[config.mk]
export PLATFORM = sky130hd
export DESIGN_NAME = hdr_ratio_sel
export DESIGN_NICKNAME = d
export VERILOG_FILES = /design/src/rtl/hdr_ratio_pkg.sv /design/src/rtl/hdr_word_tracker.sv /design/src/rtl/hdr_ratio_decode.sv /design/src/rtl/hdr_ratio_sel.sv
export SDC_FILE = /design/constraint.sdc
export NUM_CORES = 1
export LEC_CHECK = 0
export BUFFER_PORTS_ARGS = -buffer_cell sky130_fd_sc_hd__buf_2
export CORE_MARGIN = 2
export CORE_UTILIZATION = 43
export CTS_BUF_LIST = sky130_fd_sc_hd__clkbuf_16
export DETAILED_ROUTE_END_ITERATION = 10
export GPL_TIMING_DRIVEN = 1
export PLACE_DENSITY = 0.79
export SYNTH_ARGS = -nofsm -noshare
export SYNTH_HDL_FRONTEND = slang
export SYNTH_HIERARCHICAL = 1
export SYNTH_SLANG_ARGS = --single-unit
[constraint.sdc]
create_clock -name clk -period 2.9 [get_ports clk]
set_input_delay 0.58 -clock clk [delete_from_list [all_inputs] [get_ports clk]]
set_output_delay 0.58 -clock clk [all_outputs]
set_load 0.02 [all_outputs]
[src/rtl/hdr_ratio_pkg.sv]
package hdr_ratio_pkg;

    typedef enum logic [1:0] {
        ST_IDLE  = 2'd0,
        ST_SCAN  = 2'd1,
        ST_DONE  = 2'd2,
        ST_FAULT = 2'd3
    } scan_state_e;

    localparam logic [1:0] RATIO_X1 = 2'd0;
    localparam logic [1:0] RATIO_X2 = 2'd1;
    localparam logic [1:0] RATIO_X4 = 2'd2;
    localparam logic [1:0] RATIO_X8 = 2'd3;

endpackage

[src/rtl/hdr_word_tracker.sv]
module hdr_word_tracker #(
    parameter int DATA_W   = 32,
    parameter int ENC_WORD = 69,
    parameter int ENC_LSB  = 2,
    parameter int ENC_BITS = 2,
    parameter int CMP_WORD = 229,
    parameter int CMP_BIT  = 1,
    localparam int CNT_W   = $clog2(CMP_WORD + 2)
) (
    input  logic              clk,
    input  logic              rst,
    input  logic              clear,
    input  logic              scan_en,
    input  logic              beat_valid,
    input  logic [DATA_W-1:0] beat_data,
    output logic              last_beat,
    output logic              enc_flag,
    output logic              cmp_flag
);

    logic [CNT_W-1:0] idx_q;
    logic             enc_q;
    logic             take;

    assign take      = scan_en && beat_valid;
    assign last_beat = take && (idx_q == CNT_W'(CMP_WORD));
    assign enc_flag  = enc_q;
    // compression sense is inverted: bit clear means compressed
    assign cmp_flag  = ~beat_data[CMP_BIT];

    always_ff @(posedge clk) begin
        if (rst || clear) begin
            idx_q <= '0;
            enc_q <= 1'b0;
        end else if (take) begin
            if (idx_q != CNT_W'(CMP_WORD))
                idx_q <= idx_q + 1'b1;
            if (idx_q == CNT_W'(ENC_WORD))
                enc_q <= |beat_data[ENC_LSB +: ENC_BITS];
        end
    end

    assert_idx_bound_R3: assert property (@(posedge clk) disable iff (rst)
        idx_q <= CNT_W'(CMP_WORD));

    assert_idx_still_R3: assert property (@(posedge clk) disable iff (rst)
        (!beat_valid && !clear) |=> $stable(idx_q));

endmodule

[src/rtl/hdr_ratio_decode.sv]
module hdr_ratio_decode
    import hdr_ratio_pkg::*;
(
    input  logic       enc,
    input  logic       cmp,
    input  logic       wide,
    output logic [1:0] code
);

    logic [1:0] narrow_code;

    always_comb begin
        if (cmp)
            narrow_code = RATIO_X4;
        else if (enc)
            narrow_code = RATIO_X2;
        else
            narrow_code = RATIO_X1;

        if (wide && (narrow_code != RATIO_X1))
            code = narrow_code + 2'd1;
        else
            code = narrow_code;
    end

endmodule

[src/rtl/hdr_ratio_sel.sv]
module hdr_ratio_sel
    import hdr_ratio_pkg::*;
#(
    parameter int DATA_W   = 32,
    parameter int ENC_WORD = 69,
    parameter int CMP_WORD = 229
) (
    input  logic              clk,
    input  logic              rst,
    input  logic              start_i,
    input  logic              width32_i,
    input  logic              beat_valid_i,
    input  logic [DATA_W-1:0] beat_data_i,
    input  logic              stream_end_i,
    output logic [1:0]        ratio_o,
    output logic              width32_o,
    output logic              done_o,
    output logic              len_err_o
);

    scan_state_e state_q, state_d;
    logic        last_beat, enc_flag, cmp_flag;
    logic [1:0]  code;
    logic [1:0]  ratio_q;
    logic        wide_q, done_q, err_q;
    logic        scanning;

    assign scanning = (state_q == ST_SCAN) && !start_i;

    hdr_word_tracker #(
        .DATA_W   (DATA_W),
        .ENC_WORD (ENC_WORD),
        .ENC_LSB  (2),
        .ENC_BITS (2),
        .CMP_WORD (CMP_WORD),
        .CMP_BIT  (1)
    ) u_track (
        .clk        (clk),
        .rst        (rst),
        .clear      (start_i),
        .scan_en    (scanning),
        .beat_valid (beat_valid_i),
        .beat_data  (beat_data_i),
        .last_beat  (last_beat),
        .enc_flag   (enc_flag),
        .cmp_flag   (cmp_flag)
    );

    hdr_ratio_decode u_dec (
        .enc  (enc_flag),
        .cmp  (cmp_flag),
        .wide (wide_q),
        .code (code)
    );

    always_comb begin
        state_d = state_q;
        unique case (state_q)
            ST_IDLE:  if (start_i) state_d = ST_SCAN;
            ST_SCAN: begin
                if (start_i)           state_d = ST_SCAN;
                else if (last_beat)    state_d = ST_DONE;
                else if (stream_end_i) state_d = ST_FAULT;
            end
            ST_DONE:  if (start_i) state_d = ST_SCAN;
            ST_FAULT: if (start_i) state_d = ST_SCAN;
        endcase
    end

    always_ff @(posedge clk) begin
        if (rst) state_q <= ST_IDLE;
        else     state_q <= state_d;
    end

    always_ff @(posedge clk) begin
        if (rst) begin
            ratio_q <= RATIO_X1;
            wide_q  <= 1'b0;
            done_q  <= 1'b0;
            err_q   <= 1'b0;
        end else if (start_i) begin
            ratio_q <= RATIO_X1;
            wide_q  <= width32_i;
            done_q  <= 1'b0;
            err_q   <= 1'b0;
        end else if (scanning && last_beat) begin
            ratio_q <= code;
            done_q  <= 1'b1;
        end else if (scanning && stream_end_i) begin
            err_q   <= 1'b1;
        end
    end

    assign ratio_o   = ratio_q;
    assign width32_o = wide_q;
    assign done_o    = done_q;
    assign len_err_o = err_q;

    assert_excl_result_R7: assert property (@(posedge clk) disable iff (rst)
        !(done_o && len_err_o));

    assert_err_no_ratio_R7: assert property (@(posedge clk) disable iff (rst)
        len_err_o |-> (ratio_o == RATIO_X1));

    assert_start_clears_R2: assert property (@(posedge clk) disable iff (rst)
        start_i |=> (!done_o && !len_err_o && ratio_o == RATIO_X1));

    assert_done_holds_R6: assert property (@(posedge clk) disable iff (rst)
        (done_o && !start_i) |=> (done_o && $stable(ratio_o)));

    assert_narrow_cap_R9: assert property (@(posedge clk) disable iff (rst)
        (done_o && !width32_o) |-> (ratio_o != RATIO_X8));

    assert_wide_step_R10: assert property (@(posedge clk) disable iff (rst)
        (done_o && width32_o && ratio_o != RATIO_X1) |-> (ratio_o >= RATIO_X4));

endmodule

Word-level counts from Yosys, hierarchy flattened

Index checks and enable logic that the tools add are counted.

Logic and storage cells: 43
Register bits after elaboration: 16
Bits of input ports: 38
Output and inout bits: 5

Muxes and demuxes: 8
Bitwise gates (word level): 1
$add $sub $neg: 2
Reductions and logical operators: 17
Eq/ne operators: 8

Operators by type and width:

| kind                                                 | number |
|---|---|
| two-way mux 2 bit                                    | 6 |
| adder 8 x 1 -> 8 bit (second input constant)         | 1 |
| equality test 8 x 7 -> 1 bit (second input constant) | 1 |
| equality test 8 bit (second input constant)          | 1 |
| != test 8 bit (second input constant)                | 1 |
| AND reduction 2 bit                                  | 4 |
| logical AND 1 bit                                    | 6 |
| equality test 2 bit (second input constant)          | 2 |
| != test 4 bit (second input constant)                | 1 |
| case mux 2 bit (2 select lines)                      | 1 |
| OR reduction 2 bit                                   | 2 |
| OR reduction 3 bit                                   | 1 |
| adder 2 x 1 -> 2 bit (second input constant)         | 1 |
| equality test 2 x 1 -> 1 bit (second input constant) | 1 |
| zero test 2 bit                                      | 1 |
| != test 2 x 1 -> 1 bit (second input constant)       | 1 |
| nonzero test 2 bit                                   | 1 |
| zero test 1 bit                                      | 1 |
| logical OR 1 bit                                     | 1 |
| two-way mux 1 bit                                    | 1 |
| inverter 1 bit                                       | 1 |

Depth between registers and ports, before layout

Gate-level depths: netlist (run 1).

Word-level depth: 7
Depth in mapped cells: 6
Mapped depth without buffers: 6

Cells and area by module

Netlist (run 1), hierarchy kept.

By module, submodules not included:

| module           | sequential area each (µm²) | times used | cells an instance | area an instance (µm²) |
|---|---|---|---|---|
| hdr_word_tracker | 180.2                      | 1          | 57                | 490.5 |
| hdr_ratio_sel    | 140.1                      | 1          | 27                | 306.5 |
| hdr_ratio_decode | 0.0                        | 1          | 4                 | 27.5 |

Worst setup path after synthesis (run 1)

Ideal clock, no wire load.

Kind: input to register
Start point: in start_i
End point: reg ratio_q[0] (netlist: ratio_o[0])
Path slack: 620 ps
Buffers on the path: 1
Setup time: 121 ps
Cell stages on the path: 5
Arrival time: 2159 ps
Path through: buf_6 nor3b_1 and4_1 and4bb_4 mux2_4

Longest elaborated chain between the ends: 5

Ends and longest elaborated chain:

| item                 | RTL line               | text |
|---|---|---|
| start, declared      | hdr_ratio_sel.sv:10    | `input logic start_i,` |
| zero test 1 bit      | hdr_ratio_sel.sv:28    | `assign scanning = (state_q == ST_SCAN) && !start_i;` |
| logical AND 1 bit    | hdr_ratio_sel.sv:28    |  |
| via scanning         | hdr_ratio_sel.sv:26    | `logic scanning;` |
| logical AND 1 bit    | hdr_word_tracker.sv:25 | `assign take = scan_en && beat_valid;` |
| logical AND 1 bit    | hdr_word_tracker.sv:26 | `assign last_beat = take && (idx_q == CNT_W'(CMP_WORD));` |
| via last_beat        | hdr_ratio_sel.sv:22    | `logic last_beat, enc_flag, cmp_flag;` |
| logical AND 1 bit    | hdr_ratio_sel.sv:86    | `end else if (scanning && last_beat) begin` |
| end signal, assigned | hdr_ratio_sel.sv:87    | `ratio_q <= code;` |
| end, declared        | hdr_ratio_sel.sv:24    | `logic [1:0] ratio_q;` |

The timed path passes the listed nets, and every way through them passes these cells.
A chain may end at the register's enable or synchronous reset.

Final worst setup path (run 1)

Ends and elaborated chain as after synthesis.

==> metrics.log, run 1 <==
INFO  metric htreeDepth = 1
INFO  metric area.growth.synth_to_final = 19.3%
INFO  metric yosys_register_bits = 16
INFO  metric cts.sinks = 16
INFO  metric timing.slew.headroom = 80.3%
INFO  metric start_util = 46.7%
INFO  metric ctsHoldBuffers = 0
INFO  metric cts.reportedPaths.clkPinSlew = 50 ps
INFO  metric min-delay-path-class = reg -> reg
INFO  metric cap_violations = 0
INFO  metric min_delay_path_depth = 1
INFO  metric ys_warn_count = 6
INFO  metric grt_util_all_layers = 17.4%
INFO  metric number_of_nets_at_the_end_of_the_flow = 144
INFO  metric hold_viol = 0
INFO  metric timing.critical_path.max_delay_family = simple AND/OR/NAND/NOR gates
INFO  metric postSynthCellCount = 88
INFO  metric drt_wl_total = 1.68 mm
INFO  metric gp_congestion = 0.739
INFO  metric finalCoreUtilization = 55.7%
INFO  metric whs_endpoint = done_o$_SDFFE_PP0P_
INFO  metric worst_pin_slew = 292 ps
INFO  metric fmaxAchievable = 518 MHz
INFO  metric clock-skew-final = 2.30 ps
INFO  metric reg2regPathDepth = 5
INFO  metric cts_resized = 0
INFO  metric cts.root.buffer_cell = clkbuf_16
INFO  metric synth.yosys.seq_area_share = 38.8%
INFO  metric timing_max_transition_violations_final = 0
INFO  metric synthesis.area_per_instance = 9.37 µm²
INFO  metric synth_cell_type_count = 35
INFO  metric outcome = finished clean
INFO  metric antenna_left = 0
INFO  metric tritoncts_clock_tree = built
INFO  metric design.die.area = 2280 µm²
INFO  metric crit_buf_inv = 2
INFO  metric setup_viol = 0
INFO  metric reg2reg_to = ratio_o[0]$_SDFFE_PP0P_
INFO  metric setup.worst_path.class = in -> reg
INFO  metric mappedNetlistNets = 128
INFO  metric synth.top_cells.by_area = dfxtp_1 39%, nor3b_1 5.5%, mux2i_1 4.9%
INFO  metric timing.final.crit_share = 66.6%
INFO  metric grt_antenna_before_repair = 0
INFO  metric critical_path_required = 3030 ps
INFO  metric grt_start_max_net_pins = 15
INFO  metric cellPowerDensity = 527 nW/µm²
INFO  metric vias_in_the_first_global_route = 619
INFO  metric sum_of_negative_setup_slack = 0 ps
INFO  metric power.static_leakage = 0.387 nW
INFO  metric avgViaCountPerCell = 5.53
INFO  metric ioPinCount = 43
INFO  metric antennaDiodeCount = 0
INFO  metric drt-initial-drc-count = 15
INFO  metric drc = 0
INFO  metric cts_setup_buffers = 0
INFO  metric grt-ovfl-total = 0
INFO  metric die_x = 47.8 µm
INFO  metric crit_path_max_fanout = 14
INFO  metric first_pass_iters = 4
INFO  metric post-synth-top-area-fraction = 38.8%
INFO  metric cp_cell_sequence = buf_2, nor3b_1, buf_4, and4_1, and4bb_4, mux2_4
INFO  metric clk_path_buf_depth = 2
INFO  metric wire_per_inst = 13.2 µm
INFO  metric fp-row-count = 15
INFO  metric io_buffers = 13
INFO  metric synth_area = 825 µm²
INFO  metric cp_slowest_cell = mux2_4
INFO  metric worstSetupStartpointType = primary input
INFO  metric end_kind = flop
INFO  metric peakVddDrop = 0.267 mV
INFO  metric final_period_minus_worst_setup_slack = 1930 ps
INFO  metric cts_inserted_buffers = 3
INFO  metric clk-insertion-delay-late = 240 ps
INFO  metric reg2reg_slack = 1020 ps
INFO  metric design.core.area = 1760 µm²
INFO  metric fraction_of_layout_cells_with_a_size_suffix_above_1 = 24.5%
INFO  metric unrepaired_setup_endpoints_after_global_routing = no
INFO  metric hold_start = done_o$_SDFFE_PP0P_
INFO  metric via_count = 702
INFO  metric arrival_time_reported_for_the_critical_path_endpoint = 2060 ps
INFO  metric die_height = 47.8 µm
INFO  metric place_hpwl = 1.18 mm
INFO  metric grt_first_pass_wirelength = 2.71 mm
INFO  metric rr_startpoint = u_track/idx_q[0]$_SDFFE_PP0P_
INFO  metric cpPeakStageDelay = 300 ps
INFO  metric synth.largest_area_cell = dfxtp_1
## cell families (layout without fill, tap and decap cells)
| logic type | count (synthesis) | count (layout) | synth area share, % |
|---|---|---|---|
| compound gates | 22 | 22 | 17.3 |
| fa+ha+maj | 2 | 2 | 3.03 |
| buf+inv | 5 | 19 | 3.34 |
| flops | 16 | 16 | 38.8 |
| mux | 6 | 6 | 8.50 |
| simple gates | 37 | 37 | 29.0 |
## worst reg2reg max path, stage by stage, from the launching register on
cell and delay, ps:
dfxtp_1 400, ha_1 190, and4bb_1 300, and4_1 280
and4bb_4 300, mux2_4 300
## power breakdown
part           switching [mW]  leakage, nW  internal (mW)  total, mW
clock                  0.0791       0.0370          0.180      0.260
combinational          0.0186        0.220         0.0138     0.0324
sequential            0.00287        0.130          0.224      0.226
total                   0.101        0.387          0.418      0.518
## final cells by class
cell class | instances | area (µm²)
Timing Repair Buffer | 14 | 72.6
Inverter | 2 | 7.51
Fill cell | 174 | 781
Multi-Input combinational cell | 67 | 477
Tap cell | 25 | 31.3
Sequential cell | 16 | 320
Clock buffer | 3 | 75.1
## flip-flops by register name, indices dropped and copies added, names as in the netlist
| name | flops |
|---|---|
| u_track/idx_q | 8 |
| len_err_o | 1 |
| done_o | 1 |
| u_track/enc_flag | 1 |
| state_q | 2 |
| ratio_o | 2 |
| width32_o | 1 |
## synth_stat cells, drive strengths merged
cell	count
nand2b	1
o21a	3
a22o	1
and4bb	2
o21ai	5
o31ai	1
a21oi	6
nor2	4
a31oi	1
a211oi	3
or3	5
or4	1
dfxtp	16
nand2	7
and4	1
nand3	4
ha	2
mux2i	4
nor3b	6
mux2	2
and3	1
a21o	2
buf	3
or2	1
nor3	1
inv	2
nor4b	1
nand4	2
## per-layer routing
layer / share of wire (%) / track usage, %
met4: 0.59 / 9.73
met1: 47 / 21.0
met3: 2.6 / 3.40
met2: 49 / 28.8
met5: 0 / 0
## worst max path at each step
stage | depth (start not counted) | from | end | slack (ps)
3_3_place_gp | 6 | start_i | ratio_o[1]$_SDFFE_PP0P_ | 800
4_1_cts | 6 | start_i | ratio_o[0]$_SDFFE_PP0P_ | 970
5_1_grt | 6 | start_i | ratio_o[0]$_SDFFE_PP0P_ | 890
6_report | 6 | start_i | ratio_o[0]$_SDFFE_PP0P_ | 970
2_1_floorplan | 5 | start_i | ratio_o[0]$_SDFFE_PP0P_ | 620
3_5_place_dp | 6 | start_i | ratio_o[0]$_SDFFE_PP0P_ | 770
## stage by stage
step / worst slack, ps / instance area [µm²] / power, mW / instances / hold WS [ps]
after floorplan: 620 / 825 / 0.251 / 88 / 452
after global placement: 805 / 908 / 0.261 / 124 / 442
after detailed placement: 766 / 908 / 0.262 / 124 / 447
after CTS: 969 / 983 / 0.525 / 127 / 458
after global routing: 888 / 983 / 0.535 / 127 / 479
final: 968 / 983 / 0.518 / 127 / 454
## cells in the final DEF (no fill, tap or decap), types with 2 or more instances in the layout
| cell | synthesis | routed |
|---|---|---|
| dfxtp_1 | 16 | 16 |
| buf_2 | 1 | 13 |
| mux2_4 | 2 | 2 |
| nand2_1 | 7 | 7 |
| ha_1 | 2 | 2 |
| or3_1 | 5 | 5 |
| a21oi_1 | 6 | 6 |
| clkbuf_16 | 0 | 3 |
| a211oi_1 | 3 | 3 |
| inv_1 | 2 | 2 |
| o21ai_0 | 4 | 4 |
| nand3_1 | 3 | 3 |
| nor2_1 | 4 | 4 |
| o21a_1 | 3 | 3 |
| nor3b_1 | 6 | 6 |
| mux2i_1 | 4 | 4 |
Power figures use the tool's default switching activity.
==> run 2, diff against run 1 <==
--- a/config.mk
+++ b/config.mk
@@ -5,13 +5,14 @@
 export SDC_FILE = /design/constraint.sdc
 export NUM_CORES = 1
 export LEC_CHECK = 0
+export ABC_AREA = 1
 export BUFFER_PORTS_ARGS = -buffer_cell sky130_fd_sc_hd__buf_2
 export CORE_MARGIN = 2
-export CORE_UTILIZATION = 43
+export CORE_UTILIZATION = 40
 export CTS_BUF_LIST = sky130_fd_sc_hd__clkbuf_16
 export DETAILED_ROUTE_END_ITERATION = 10
 export GPL_TIMING_DRIVEN = 1
-export PLACE_DENSITY = 0.79
+export PLACE_DENSITY = 0.76
 export SYNTH_ARGS = -nofsm -noshare
 export SYNTH_HDL_FRONTEND = slang
 export SYNTH_HIERARCHICAL = 1
==> constraint.sdc (replaced) <==
create_clock -name clk -period 1.5 [get_ports clk]
set_input_delay 0.3 -clock clk [delete_from_list [all_inputs] [get_ports clk]]
set_output_delay 0.3 -clock clk [all_outputs]
set_load 0.02 [all_outputs]
==> metrics.log, run 2 <==
INFO  metric outcome = finished clean
INFO  metric place_hpwl = 1.45 mm
INFO  metric cts.reportedPaths.clkPinSlew = 50 ps
INFO  metric synth.largest_area_cell = dfxtp_1
INFO  metric cts_resized = 0
INFO  metric final_period_minus_worst_setup_slack = 1390 ps
INFO  metric setup_viol = 0
INFO  metric synth_edf_count = 0
INFO  metric cp_slowest_cell = dfxtp_1
INFO  metric hold_start = width32_i
INFO  metric ys_async_sr_fraction = 0%
INFO  metric cts_inserted_buffers = 3
INFO  metric power.static_leakage = 0.474 nW
INFO  metric cap_violations = 0
INFO  metric drt-initial-drc-count = 16
INFO  metric min-delay-path-class = in -> reg
INFO  metric peakVddDrop = 1.08 mV
INFO  metric fmaxAchievable = 718 MHz
INFO  metric place_inst = 182
INFO  metric final_common_cell = nand2_1
INFO  metric synth.yosys.seq_area_share = 36.1%
INFO  metric sum_of_negative_setup_slack = 0 ps
INFO  metric worstSetupStartpointType = flop
INFO  metric placement.cell_area = 1040 µm²
INFO  metric antennaDiodeCount = 0
INFO  metric cp_cell_sequence = inv_1, nand2_2, nor2_2, nand2_1, buf_4, a21oi_4, nand2_1, a21oi_1
INFO  metric timing.final.crit_share = 92.9%
INFO  metric cellPowerDensity = 895 nW/µm²
INFO  metric postSynthCellCount = 134
INFO  metric critical_path_required = 1670 ps
INFO  metric cpMostUsedCell = nand2_1
INFO  metric hold_viol = 0
INFO  metric power.share.clock = 49.8%
INFO  metric htreeDepth = 1
INFO  metric power.internal = 0.809 mW
INFO  metric mostFrequentLayoutCells = 29 x nand2_1, 26 x nor2_1, 20 x inv_1
INFO  metric unrepaired_setup_endpoints_after_global_routing = no
INFO  metric grt-ovfl-total = 0
INFO  metric largest_reg_flops = 8
INFO  metric finalCoreUtilization = 52.7%
INFO  metric grt_util_all_layers = 16.2%
INFO  metric wire_per_inst = 9.84 µm
INFO  metric share_seq_of_total_power = 43.2%
INFO  metric ys_warn_count = 6
INFO  metric synthesis.area_per_instance = 6.63 µm²
INFO  metric vias_in_the_first_global_route = 835
INFO  metric ioPinCount = 43
INFO  metric fp-row-count = 17
INFO  metric die_height = 51.1 µm
INFO  metric stdcell_area = 1130 µm²
INFO  metric power_switching = 0.204 mW
INFO  metric area.growth.synth_to_final = 27.5%
INFO  metric design.core.area = 2150 µm²
INFO  metric timing.slew.headroom = 66.4%
INFO  metric tritoncts_clock_tree = built
INFO  metric clk-insertion-delay-late = 240 ps
INFO  metric avgViaCountPerCell = 4.61
INFO  metric die_x = 51.1 µm
INFO  metric number_of_nets_at_the_end_of_the_flow = 199
INFO  metric cts.sinks = 16
INFO  metric first_pass_iters = 4
INFO  metric post-synth-top-area-fraction = 36.1%
INFO  metric gp_congestion = 0.903
INFO  metric swShare = 20.2%
INFO  metric arrival_time_reported_for_the_critical_path_endpoint = 1560 ps
INFO  metric worst_pin_slew = 502 ps
INFO  metric yosysMostFrequentCell = nand2_1
INFO  metric synth_cell_type_count = 19
INFO  metric synth.top_cells.by_area = dfxtp_1 36%, nand2_1 12%, nor2_1 12%
INFO  metric cts.root.buffer_cell = clkbuf_16
INFO  metric timing_max_transition_violations_final = 0
INFO  metric synthTopCellsByCount = 29 x nand2_1, 28 x nor2_1, 20 x inv_1
INFO  metric ctsHoldBuffers = 0
INFO  metric main_synth_ff_type = dfxtp_1
INFO  metric design.die.area = 2610 µm²
INFO  metric power_frac_comb = 7.0%
INFO  metric rr_startpoint = state_q[1]$_SDFFE_PP0P_
INFO  metric start_util = 41.4%
INFO  metric end_kind = flop
INFO  metric mappedNetlistNets = 174
INFO  metric antenna_left = 0
INFO  metric drt_wl_total = 1.82 mm
INFO  metric fraction_of_layout_cells_with_a_size_suffix_above_1 = 25.5%
INFO  metric setup.worst_path.class = reg -> reg
INFO  metric synth_area = 888 µm²
INFO  metric drc = 0
INFO  metric yosys_register_bits = 16
INFO  metric grt_start_max_net_pins = 9
INFO  metric crit_path_max_fanout = 6
INFO  metric ff_latch_area = 322 µm²
INFO  metric multi_input_area = 500 µm²
INFO  metric cpPeakStageDelay = 320 ps
INFO  metric grt_antenna_before_repair = 0
INFO  metric worst_setup_path_startpoint = state_q[1]$_SDFFE_PP0P_
INFO  metric clock-skew-final = 4.11 ps
INFO  metric final_non_filler_cell_total = 185
INFO  metric clk_path_buf_depth = 2
INFO  metric top_register = u_track/idx_q
INFO  metric cts_setup_buffers = 0
INFO  metric io_buffers = 13
INFO  metric via_count = 852
INFO  metric filler_cell_count = 217
INFO  metric grt_first_pass_wirelength = 3.17 mm
## run 2: power by group through the flow
stage	combinational (mW)	clock, mW	sequential, mW
2_1_floorplan	0.0393	0	0.448
3_3_place_gp	0.0673	0	0.445
3_5_place_dp	0.0685	0	0.446
4_1_cts	0.0691	0.522	0.437
5_1_grt	0.0803	0.541	0.438
6_report	0.0706	0.505	0.438
## run 2: routing by layer
metal / track usage (%) / vias to the layer above / wire, µm
met5: 0 / - / 0
li1: - / 459 / -
met2: 30.7 / 20 / 963
met4: 4.50 / 0 / 0
met1: 15.9 / 373 / 756
met3: 6.73 / 0 / 100
## run 2: kinds of logic after synthesis
| family | count (synthesis) | synth area share [%] |
|---|---|---|
| compound gates | 13 | 9.44 |
| flops | 16 | 36.1 |
| buf+inv | 22 | 9.30 |
| simple gates | 80 | 41.4 |
| fa+ha+maj | 2 | 2.82 |
| xor+xnor | 1 | 0.986 |
## run 2: worst paths after layout
kind	endpoint	slack, ps	depth (start not counted)
hold reg to reg	len_err_o$_SDFFE_PP0P_	460	2
setup reg to reg	u_track/idx_q[3]$_SDFFE_PP0P_	110	8
hold / removal	width32_o$_SDFFE_PP0P_	280	3
setup / recovery	u_track/idx_q[3]$_SDFFE_PP0P_	110	8
## run 2: cell type report
class	instances	share of cell area, %
tap	28	3.09
sequential	16	28.4
inverter	22	7.29
timing repair buffer	20	10.4
clock buffer	3	6.63
multi-input combinational	96	44.2
## run 2: worst max-delay path: cells and delay by family (launching register included)
kind / cells / cell delay, ps
AO/OA/AOI/OAI: 2 / 340
buffers and inverters: 2 / 240
flip-flops: 1 / 320
AND/OR/NAND/NOR: 4 / 420
## run 2: through the flow
stage | hold WS (ps) | setup WS, ps | power (mW)
2_1_floorplan | 435 | 12.3 | 0.488
3_3_place_gp | 445 | 80.1 | 0.513
3_5_place_dp | 456 | 23.6 | 0.514
4_1_cts | 278 | 21.3 | 1.03
5_1_grt | 296 | 0.0427 | 1.06
6_report | 279 | 106 | 1.01
==> run 3, diff against run 2 <==
--- a/config.mk
+++ b/config.mk
@@ -6,7 +6,7 @@
 export NUM_CORES = 1
 export LEC_CHECK = 0
 export ABC_AREA = 1
-export BUFFER_PORTS_ARGS = -buffer_cell sky130_fd_sc_hd__buf_2
+export BUFFER_PORTS_ARGS = -buffer_cell sky130_fd_sc_hd__buf_4
 export CORE_MARGIN = 2
 export CORE_UTILIZATION = 40
 export CTS_BUF_LIST = sky130_fd_sc_hd__clkbuf_16
==> metrics.log, run 3 (synthesis gave the netlist of run 2 again) <==
INFO  metric die_height = 51.1 µm
INFO  metric power.internal = 0.815 mW
INFO  metric tritoncts_clock_tree = built
INFO  metric drc = 0
INFO  metric wire_per_inst = 10.3 µm
INFO  metric power.static_leakage = 0.477 nW
INFO  metric clk_path_buf_depth = 2
INFO  metric timing.slew.headroom = 65.6%
INFO  metric place_hpwl = 1.43 mm
INFO  metric setup_slack = 104 ps
INFO  metric cp_slowest_cell = dfxtp_1
INFO  metric filler_cell_count = 207
INFO  metric critical_path_required = 1640 ps
INFO  metric fp-row-count = 17
INFO  metric setup.worst_path.class = reg -> reg
INFO  metric finalCoreUtilization = 53.9%
INFO  metric timing.final.crit_share = 93.1%
INFO  metric design.core.area = 2150 µm²
INFO  metric design.die.area = 2610 µm²
INFO  metric top_register = u_track/idx_q
INFO  metric arrival_time_reported_for_the_critical_path_endpoint = 1540 ps
INFO  metric cts_setup_buffers = 0
INFO  metric antennaDiodeCount = 0
INFO  metric grt_first_pass_wirelength = 3.13 mm
INFO  metric clk-insertion-delay-late = 250 ps
INFO  metric die_x = 51.1 µm
INFO  metric outcome = finished clean
INFO  metric fraction_of_layout_cells_with_a_size_suffix_above_1 = 25.0%
INFO  metric fmaxAchievable = 716 MHz
INFO  metric grt_util_all_layers = 16.1%
INFO  metric hold_viol = 0
INFO  metric end_kind = flop
INFO  metric power.share.clock = 49.7%
INFO  metric grt_start_max_net_pins = 9
INFO  metric cts.sinks = 16
INFO  metric cellPowerDensity = 885 nW/µm²
INFO  metric power_switching = 0.210 mW
INFO  metric largest_reg_flops = 8
INFO  metric io_buffers = 13
INFO  metric number_of_nets_at_the_end_of_the_flow = 198
INFO  metric cts.reportedPaths.clkPinSlew = 50 ps
INFO  metric cts.root.buffer_cell = clkbuf_16
INFO  metric worst_setup_timing_slack_at_the_placement_stage = -5.39 ps
INFO  metric avgViaCountPerCell = 4.77
INFO  metric peakVddDrop = 0.669 mV
INFO  metric setup_viol = 0
INFO  metric worst_pin_slew = 514 ps
INFO  metric grt_antenna_before_repair = 0
INFO  metric final_period_minus_worst_setup_slack = 1400 ps
INFO  metric min-delay-path-class = in -> reg
INFO  metric ctsHoldBuffers = 0
INFO  metric gp_congestion = 0.918
INFO  metric share_seq_of_total_power = 42.7%
INFO  metric cpPeakStageDelay = 400 ps
INFO  metric vias_in_the_first_global_route = 793
INFO  metric cap_violations = 0
INFO  metric grt-ovfl-total = 0
INFO  metric ioPinCount = 43
INFO  metric power_frac_comb = 7.6%
INFO  metric first_pass_iters = 4
INFO  metric cts_resized = 1
INFO  metric timing_max_transition_violations_final = 0
INFO  metric cts_inserted_buffers = 3
INFO  metric via_count = 877
INFO  metric htreeDepth = 1
INFO  metric clock-skew-final = 1.67 ps
INFO  metric crit_path_max_fanout = 4
INFO  metric swShare = 20.5%
INFO  metric drt_wl_total = 1.89 mm
INFO  metric final_common_cell = nand2_1
INFO  metric area.growth.synth_to_final = 30.4%
INFO  metric worstSetupStartpointType = flop
INFO  metric unrepaired_setup_endpoints_after_global_routing = no
INFO  metric final_total_pwr = 1.03 mW
INFO  metric drt-initial-drc-count = 32
INFO  metric antenna_left = 0
INFO  metric start_util = 41.4%
INFO  metric mostFrequentLayoutCells = 28 x nand2_1, 26 x nor2_1, 20 x inv_1
INFO  metric cp_cell_sequence = nand2_1, nor2_4, nand2_4, nor2_4, inv_1, nor2_1, nand3b_1, nand2_1, nor2_1
## run 3: layout make-up
class	instances	area, µm²	share of cell area (%)
Multi-Input combinational cell	96	503	43.4
Sequential cell	16	320	27.6
Timing Repair Buffer	19	143	12.3
Inverter	22	82.6	7.13
Clock buffer	3	75.1	6.48
Tap cell	28	35.0	3.02
## run 3: critical path, delay by kind of cell (launching register included)
kind	cells	cell delay (ps)
buffers and inverters	1	50
and+or+nand+nor	8	850
DFF	1	400
## run 3: path summary, 6_finish.rpt
path	startpoint	endpoint	slack, ps	cells after the start
worst max-delay path	u_track/idx_q[5]$_SDFFE_PP0P_	ratio_o[1]$_SDFFE_PP0P_	100	9
worst min-delay path	width32_i	width32_o$_SDFFE_PP0P_	280	3
worst max register to register	u_track/idx_q[5]$_SDFFE_PP0P_	ratio_o[1]$_SDFFE_PP0P_	100	9
worst min register to register	u_track/idx_q[6]$_SDFFE_PP0P_	u_track/idx_q[6]$_SDFFE_PP0P_	460	2
## run 3: metrics by stage
stage	hold slack (ps)	setup TNS, ps	cells	instance area, µm²
finish	279	0	184	1160
CTS	280	0	184	1140
floorplan	435	0	134	888
detailed placement	459	-5.39	181	1070
global route	298	0	184	1160
global placement	448	0	181	1070
## run 3: per-layer routing
| layer | share of wire (%) | global-route usage [%] | vias up |
|---|---|---|---|
| li1 | - | - | 456 |
| met1 | 39 | 15.6 | 387 |
| met2 | 50 | 28.1 | 26 |
| met3 | 7.5 | 6.73 | 8 |
| met4 | 3.0 | 9.91 | 0 |
| met5 | 0 | 0 | - |
## run 3: power groups by stage
stage / Sequential (mW) / Combinational (mW) / Clock [mW]
3_5_place_dp: 0.446 / 0.0752 / 0
5_1_grt: 0.438 / 0.0873 / 0.535
3_3_place_gp: 0.445 / 0.0732 / 0
4_1_cts: 0.437 / 0.0759 / 0.518
2_1_floorplan: 0.448 / 0.0393 / 0
6_report: 0.438 / 0.0779 / 0.510
